[config.mk]
export PLATFORM = sky130hd
export DESIGN_NAME = wdog_twostage
export DESIGN_NICKNAME = d
export VERILOG_FILES = /design/src/rtl/wdog_pkg.sv /design/src/rtl/wdog_regs.sv /design/src/rtl/wdog_core.sv /design/src/rtl/wdog_twostage.sv
export SDC_FILE = /design/constraint.sdc
export NUM_CORES = 1
export LEC_CHECK = 0
export ABC_AREA = 1
export ABC_CLOCK_PERIOD_IN_PS = 2200
export BUFFER_PORTS_ARGS = -buffer_cell sky130_fd_sc_hd__clkbuf_2
export CAP_MARGIN = 20
export CORE_UTILIZATION = 57
export CTS_CLUSTER_DIAMETER = 50
export DETAILED_ROUTE_END_ITERATION = 6
export PLACE_DENSITY = 0.81
export SLEW_MARGIN = 25
export SYNTH_ARGS = -nofsm -noshare
export SYNTH_HDL_FRONTEND = slang
export SYNTH_SLANG_ARGS = --single-unit
[constraint.sdc]
create_clock -name clk -period 2.2 [get_ports clk]
set_input_delay 0.11 -clock clk [delete_from_list [all_inputs] [get_ports clk]]
set_output_delay 0.11 -clock clk [all_outputs]
set_load 0.02 [all_outputs]
[src/rtl/wdog_pkg.sv]
package wdog_pkg;
    localparam int DW = 32;
    localparam int AW = 12;

    localparam int OFS_LOAD  = 'h000;
    localparam int OFS_VALUE = 'h004;
    localparam int OFS_CTRL  = 'h008;
    localparam int OFS_CLR   = 'h00C;
    localparam int OFS_RAW   = 'h010;
    localparam int OFS_MSK   = 'h014;
    localparam int OFS_LOCK  = 'hC00;

    localparam logic [31:0] UNLOCK_KEY = 32'h1ACCE551;

    typedef struct packed {
        logic rst_en;
        logic run_en;
    } ctrl_t;
endpackage

[src/rtl/wdog_regs.sv]
module wdog_regs
    import wdog_pkg::*;
#(
    parameter int DW = wdog_pkg::DW,
    parameter int AW = wdog_pkg::AW
) (
    input  logic          clk,
    input  logic          rst_n,
    input  logic [AW-1:0] bus_addr,
    input  logic          bus_we,
    input  logic [DW-1:0] bus_wdata,
    input  logic [DW-1:0] cnt_i,
    input  logic          raw_i,
    output logic [DW-1:0] bus_rdata,
    output logic [DW-1:0] load_o,
    output logic [DW-1:0] load_nxt_o,
    output ctrl_t         ctrl_o,
    output logic          locked_o,
    output logic          load_wr_o,
    output logic          clr_wr_o
);
    typedef struct packed {
        logic          locked;
        logic [DW-1:0] load;
        ctrl_t         ctrl;
    } regs_t;

    regs_t r_d, r_q;
    logic  wr_ok;
    logic  ctrl_wr;

    always_comb begin
        r_d       = r_q;
        wr_ok     = bus_we && !r_q.locked;
        load_wr_o = wr_ok && (bus_addr == AW'(OFS_LOAD));
        clr_wr_o  = wr_ok && (bus_addr == AW'(OFS_CLR));
        ctrl_wr   = wr_ok && (bus_addr == AW'(OFS_CTRL));

        if (bus_we && (bus_addr == AW'(OFS_LOCK)))
            r_d.locked = (bus_wdata != DW'(UNLOCK_KEY));
        if (load_wr_o)
            r_d.load = (bus_wdata == '0) ? DW'(1) : bus_wdata;
        if (ctrl_wr)
            r_d.ctrl = ctrl_t'(bus_wdata[1:0]);

        bus_rdata = '0;
        case (bus_addr)
            AW'(OFS_LOAD):  bus_rdata = r_q.load;
            AW'(OFS_VALUE): bus_rdata = cnt_i;
            AW'(OFS_CTRL):  bus_rdata = DW'(r_q.ctrl);
            AW'(OFS_RAW):   bus_rdata = DW'(raw_i);
            AW'(OFS_MSK):   bus_rdata = DW'(raw_i & r_q.ctrl.run_en);
            AW'(OFS_LOCK):  bus_rdata = DW'(r_q.locked);
            default:        bus_rdata = '0;
        endcase
    end

    always_ff @(posedge clk) begin
        if (!rst_n) begin
            r_q.locked <= 1'b1;
            r_q.load   <= '1;
            r_q.ctrl   <= '0;
        end else begin
            r_q <= r_d;
        end
    end

    assign load_o     = r_q.load;
    assign load_nxt_o = r_d.load;
    assign ctrl_o     = r_q.ctrl;
    assign locked_o   = r_q.locked;
endmodule

[src/rtl/wdog_core.sv]
module wdog_core
    import wdog_pkg::*;
#(
    parameter int DW = wdog_pkg::DW
) (
    input  logic          clk,
    input  logic          rst_n,
    input  logic          tick_i,
    input  ctrl_t         ctrl_i,
    input  logic [DW-1:0] load_nxt_i,
    input  logic          load_wr_i,
    input  logic          clr_wr_i,
    output logic [DW-1:0] cnt_o,
    output logic          raw_o,
    output logic          rst_o
);
    typedef struct packed {
        logic [DW-1:0] cnt;
        logic          raw;
        logic          rst;
    } core_t;

    core_t c_d, c_q;
    logic  step;
    logic  expire;

    always_comb begin
        c_d    = c_q;
        step   = tick_i && ctrl_i.run_en;
        expire = step && (c_q.cnt == '0);

        // bus reloads win over a tick in the same cycle
        if (load_wr_i || clr_wr_i)
            c_d.cnt = load_nxt_i;
        else if (step)
            c_d.cnt = expire ? load_nxt_i : c_q.cnt - DW'(1);

        if (clr_wr_i) begin
            c_d.raw = 1'b0;
            c_d.rst = 1'b0;
        end else if (expire) begin
            c_d.raw = 1'b1;
            if (c_q.raw && ctrl_i.rst_en)
                c_d.rst = 1'b1;
        end
    end

    always_ff @(posedge clk) begin
        if (!rst_n) begin
            c_q.cnt <= '1;
            c_q.raw <= 1'b0;
            c_q.rst <= 1'b0;
        end else begin
            c_q <= c_d;
        end
    end

    assign cnt_o = c_q.cnt;
    assign raw_o = c_q.raw;
    assign rst_o = c_q.rst;
endmodule

[src/rtl/wdog_twostage.sv]
module wdog_twostage
    import wdog_pkg::*;
#(
    parameter int DW = wdog_pkg::DW,
    parameter int AW = wdog_pkg::AW
) (
    input  logic          clk,
    input  logic          rst_n,
    input  logic          tick_en,
    input  logic [AW-1:0] bus_addr,
    input  logic          bus_we,
    input  logic [DW-1:0] bus_wdata,
    output logic [DW-1:0] bus_rdata,
    output logic          irq_o,
    output logic          wdt_rst_o
);
    logic [DW-1:0] cnt;
    logic [DW-1:0] load_q;
    logic [DW-1:0] load_nxt;
    logic          raw;
    logic          locked;
    logic          load_wr;
    logic          clr_wr;
    ctrl_t         ctrl;

    wdog_regs #(.DW(DW), .AW(AW)) regs_i (
        .clk       (clk),
        .rst_n     (rst_n),
        .bus_addr  (bus_addr),
        .bus_we    (bus_we),
        .bus_wdata (bus_wdata),
        .cnt_i     (cnt),
        .raw_i     (raw),
        .bus_rdata (bus_rdata),
        .load_o    (load_q),
        .load_nxt_o(load_nxt),
        .ctrl_o    (ctrl),
        .locked_o  (locked),
        .load_wr_o (load_wr),
        .clr_wr_o  (clr_wr)
    );

    wdog_core #(.DW(DW)) core_i (
        .clk       (clk),
        .rst_n     (rst_n),
        .tick_i    (tick_en),
        .ctrl_i    (ctrl),
        .load_nxt_i(load_nxt),
        .load_wr_i (load_wr),
        .clr_wr_i  (clr_wr),
        .cnt_o     (cnt),
        .raw_o     (raw),
        .rst_o     (wdt_rst_o)
    );

    assign irq_o = raw & ctrl.run_en;
endmodule

Word-level counts from Yosys, hierarchy flattened
Cells that the tools add are included.

$add $sub $neg: 1. Equal/unequal tests: 7. Mux-type cells: 6. Bitwise logic cells: 3. Reductions and logical operators: 16.

Operator list (count): 32-bit one-hot mux with 6 select lines (1); 32-bit 2-to-1 mux (5); 32-bit zero test (2); 32-bit by 29-bit != test with 1-bit output, second input constant (1); 32-bit by 1-bit subtractor with 32-bit output, second input constant (1); 12-bit by 4-bit equality test with 1-bit output, second input constant (2); 12-bit by 5-bit equality test with 1-bit output, second input constant (2); 12-bit equality test, second input constant (1); 12-bit by 3-bit equality test with 1-bit output, second input constant (1); 12-bit zero test (1); 1-bit logical AND (8); 1-bit AND (2); 2-bit AND reduction (1); 2-bit nonzero test (1); 2-bit OR reduction (1); 1-bit zero test (1); 1-bit logical OR (1); 1-bit inverter (1).

Register bits: 69. Input bits: 48. Output and inout bits: 34. Logic and storage cells: 40.

Longest topological paths before layout
Word-level depth: 7. Depth in mapped cells: 12. Gate-level depth less buffers: 11.

Cells and area by module
Synthesis repeated with hierarchy kept, for this count alone.

Cells, all modules: 926. Area total of the unflattened synthesis: 5122.4 µm².

By module, submodules not included: wdog_core (times used 1, cells each 502, area each 2718.9 µm², sequential area each 680.7 µm²); wdog_regs (times used 1, cells each 422, area each 2396.0 µm², sequential area each 700.7 µm²); wdog_twostage (times used 1, cells each 2, area each 7.5 µm², sequential area each 0.0 µm²).

Worst setup path before layout
No wires, ideal clock.

Path type: flip-flop to flip-flop. Start: register core_i.cnt_o[0] (netlist name). End: register core_i.cnt_o[21] (netlist name). Setup time: 0.113 ns. Data arrival time: 1.557 ns. Required time: 2.087 ns. Setup slack: 0.530 ns. Stages on the path, launching flop included: 13. Path buffers: 1. Clock period less this slack: 1.670 ns. Cells stage by stage: dfxtp_1 -> inv_1 -> ha_1 -> nand2_2 -> nor2_2 -> nand2_1 -> nor2_2 -> nand2_2 -> nand2_4 -> buf_6 -> nand2_1 -> nand3_1 -> nand2_1.

Cells in the longest elaborated chain, start to end: 5. Elaborated cells between the ends (all ways): 6. Those cells by class: 1 x add/sub; 3 x mux; 2 x reduce/logical.

RTL lines: branches (longest 2 deep; another with 32-bit by 1-bit subtractor with 32-bit output); 32-bit 2-to-1 mux (*) (RTL line wdog_core.sv:36) `c_d.cnt = expire ? load_nxt_i : c_q.cnt - DW'(1);`; 32-bit 2-to-1 mux (*) (RTL line wdog_core.sv:35) `else if (step)`; 32-bit 2-to-1 mux (*) (RTL line wdog_core.sv:33) `if (load_wr_i || clr_wr_i)`.

Mark *: on every way between the ends. The select of a mux whose other input is x is not followed. A chain may end at the register's enable or synchronous reset.

Final worst setup path
Start: input port bus_addr[1]. End: output port bus_rdata[26].

Cells in the longest elaborated chain, start to end: 2. Elaborated cells between the ends (all ways): 7. Those cells by class: 5 x eq/ne; 1 x mux; 1 x reduce/logical.

RTL lines: start, declared (RTL line wdog_twostage.sv:10) `input logic [AW-1:0] bus_addr,`; 12-bit equality test, or another cell as far along (RTL line wdog_regs.sv:47) `case (bus_addr)`; 32-bit one-hot mux with 6 select lines (*) (RTL line wdog_regs.sv:47); end, declared (RTL line wdog_twostage.sv:13) `output logic [DW-1:0] bus_rdata,`.

Every way passes the cells marked *; elsewhere a longest branch is shown, timed or not.

==> results.sh <==
export IMPL_total_power_uw=2582
export IMPL_totalWireLength_mm=15.16
export IMPL_start_kind="primary input"
export IMPL_cts_tree="yes"
export IMPL_syn_cell_area_um2=4831
export IMPL_worst_pin_slew_ns=0.7119
export IMPL_clkSlewWorstSetupHoldPaths_ns=0.07
export IMPL_holdBufCountCts=0
export IMPL_drtIter0Drc=489
export IMPL_irDropWorstVdd_mv=0.3658
export IMPL_port_buffers=81
export IMPL_p_leak_uw=0.003117
export IMPL_drive_above_1_share_pct=15.49
export IMPL_hpwl_mm=11.45
export IMPL_max_stage_delay_ns=0.33
export IMPL_crit_top_cell="clkbuf_2"
export IMPL_hold_viol_final=0
export IMPL_path_buf_inv=5
export IMPL_dieArea_um2=8847
export IMPL_drc=0
export IMPL_drv_slew=0
export IMPL_synth_top_area_cell="dfxtp_1"
export IMPL_synth_cells=834
export IMPL_holdWs_ns=0.02451
export IMPL_cts_resized=0
export IMPL_final_common_cell="nand2_1"
export IMPL_grt_pass1_wl_mm=24.51
export IMPL_grt_antenna_before_repair=0
export IMPL_crit_family="buffers and inverters"
export IMPL_nets=967
export IMPL_grt_max_degree=69
export IMPL_hold_class="primary input to flop"
export IMPL_ys_top_cells_by_area="dfxtp_1 (29%), nand2_1 (21%), inv_1 (10%)"
export IMPL_grt_use_total_pct=36.16
export IMPL_cp_arrival_ns=1.89
export IMPL_vias_per_cell=5.461
export IMPL_synth_edff_count=0
export IMPL_ys_seq_area_share_pct=28.59
export IMPL_die_w_um=94.06
export IMPL_first_global_vias=5277
export IMPL_hp_start="bus_wdata[16]"
export IMPL_antenna_left=0
export IMPL_fp_coreArea_um2=8217
export IMPL_cp_required_ns=2.09
export IMPL_finalClockSkew_ns=0.01426
export IMPL_first_pass_iters=5
export IMPL_synth_top_cell_area_share_pct=28.59
export IMPL_gp_congestion=1.012
export IMPL_rsz0062_at_grt="no"
export IMPL_outcome="finished, final reports clean"
export IMPL_clockRootBuffer="clkbuf_8"
export IMPL_routedWlPerCell_um=14.74
export IMPL_mostFrequentLayoutCells="nand2_1 (270), inv_1 (130), nor2_1 (83)"
export IMPL_die_h_um=94.06
export IMPL_num_vias=5614
export IMPL_rr_startpoint="core_i.cnt_o[14]"
export IMPL_synth_seq_cells=69
export IMPL_synth_main_ff_cell="dfxtp_1"
export IMPL_start_util_pct=58.79
export IMPL_worstPathMaxFanout=29
export IMPL_pin_count=82
export IMPL_fmax_mhz=498.9
export IMPL_rows=33
export IMPL_htreeDepth=3
export IMPL_numClockSinks=69
export IMPL_endpoint_kind="output pin"
export IMPL_dpl_cell_area_um2=5380
export IMPL_p_per_area_nw_per_um2=460.5
export IMPL_synth_net_count=883
export IMPL_insertion_delay_ns=0.36
export IMPL_grt_ovfl_total=0
export IMPL_critPathLaunch="bus_addr[1]"
export IMPL_critPathKind="primary input to output pin"
export IMPL_max_cap_viol_count=0
export IMPL_avgSynthCellArea_um2=5.792
export IMPL_layout_cells_non_filler=1028
export IMPL_crit_chain="clkbuf_2, or2_1, nor2_8, buf_4, nand2_2, inv_1, buf_6, nand2_1, o21ai_0, clkbuf_2"
export IMPL_post_route_period_util_pct=91.11
export IMPL_final_area_um2=5608
export IMPL_clockBufferDepth=2
export IMPL_dp_cells=1012
export IMPL_async_flop_share_pct=0
export IMPL_slew_limit_headroom_pct=51.87
export IMPL_cts_buffers_inserted=9
export IMPL_post_cts_buffers=0
export IMPL_diodes=0
export IMPL_fin_crit_ns=2.004
export IMPL_synthDistinctLibCells=33
export IMPL_crit_slowest_cell="or2_1"
export IMPL_synth_warnings=0
export IMPL_syn_to_final_growth_pct=16.08
export IMPL_setup_violations=0
==> worst register-to-register path: stages, from the launching register on <==
cell and delay, ns:
dfxtp_1 0.32, nor2_2 0.21, nand2_1 0.17, nor2_2 0.14
nand2_1 0.14, nor2_2 0.20, nand2_2 0.09, nand2_4 0.28
nand2_1 0.14, nand3_1 0.11, nand2_1 0.05
==> power by group <==
part	leakage (uW)	switching (uW)	total (uW)	internal, uW
Combinational	0.00245	80.7	128	47.3
Sequential	0.000558	0.00407	1250	1250
Clock	0.000112	539	1210	668
Total	0.00312	620	2580	1960
==> through the flow <==
step / setup slack [ns] / setup TNS (ns) / utilization, %
floorplan: 0.5298 / 0 / -
global placement: -0.01053 / -0.01959 / 65.42
detailed placement: 0.1477 / 0 / 65.48
CTS: 0.1435 / 0 / 68.20
global route: 0.06213 / 0 / 68.25
finish: 0.1956 / 0 / 68.25
==> cell type report <==
class	count	area (um2)
fillers	772	2609
clock inverters	6	86.33
well taps	105	131.4
flip-flops and latches	69	1381
repair buffers	107	629.4
clock buffers	10	137.6
multi-input cells	596	2735
inverters	135	506.7
==> logic make-up (layout without fill, tap and decap cells) <==
| group | after synthesis | after routing | share of synthesized area (%) |
|---|---|---|---|
| compound gates | 92 | 92 | 9.842 |
| xor+xnor | 14 | 14 | 2.538 |
| fa+ha+maj | 1 | 1 | 0.2590 |
| buf+inv | 169 | 258 | 14.89 |
| flops | 69 | 69 | 28.59 |
| simple gates | 489 | 489 | 43.87 |
==> path summary, 6_finish.rpt <==
check,end,slack (ns),cells after the start
hold reg to reg,core_i.rst_o,0.46,2
hold / removal,regs_i.load_o[16],0.02,3
setup reg to reg,core_i.cnt_o[23],0.24,10
setup / recovery,bus_rdata[26],0.20,10
==> flip-flops by register name (all words and copies together) (netlist names) <==
signal,count
core_i.rst_o,1
regs_i.locked_o,1
core_i.cnt_o,32
regs_i.load_o,32
core_i.raw_o,1
regs_i.ctrl_o,2
==> Yosys cell counts (5+ instances only) <==
master and number:
buf_6 7, dfxtp_1 69, nand2_1 270, o21ai_1 12
nand4_1 29, buf_4 5, xor2_1 13, buf_2 11
nand3_1 78, nor2_2 7, inv_1 130, nor3_1 9
o21ai_0 70, clkbuf_1 11, nor2_1 83
==> per-layer routing <==
layer | global-route usage, % | part of all wire (%) | wire [um]
met1 | 42.42 | 41 | 6222
met2 | 61.25 | 46 | 7029
met3 | 5.502 | 7.1 | 1074
met4 | 22.95 | 5.5 | 829
met5 | 0 | 0 | 0
Note: power is estimated with default switching activity, not from simulation.
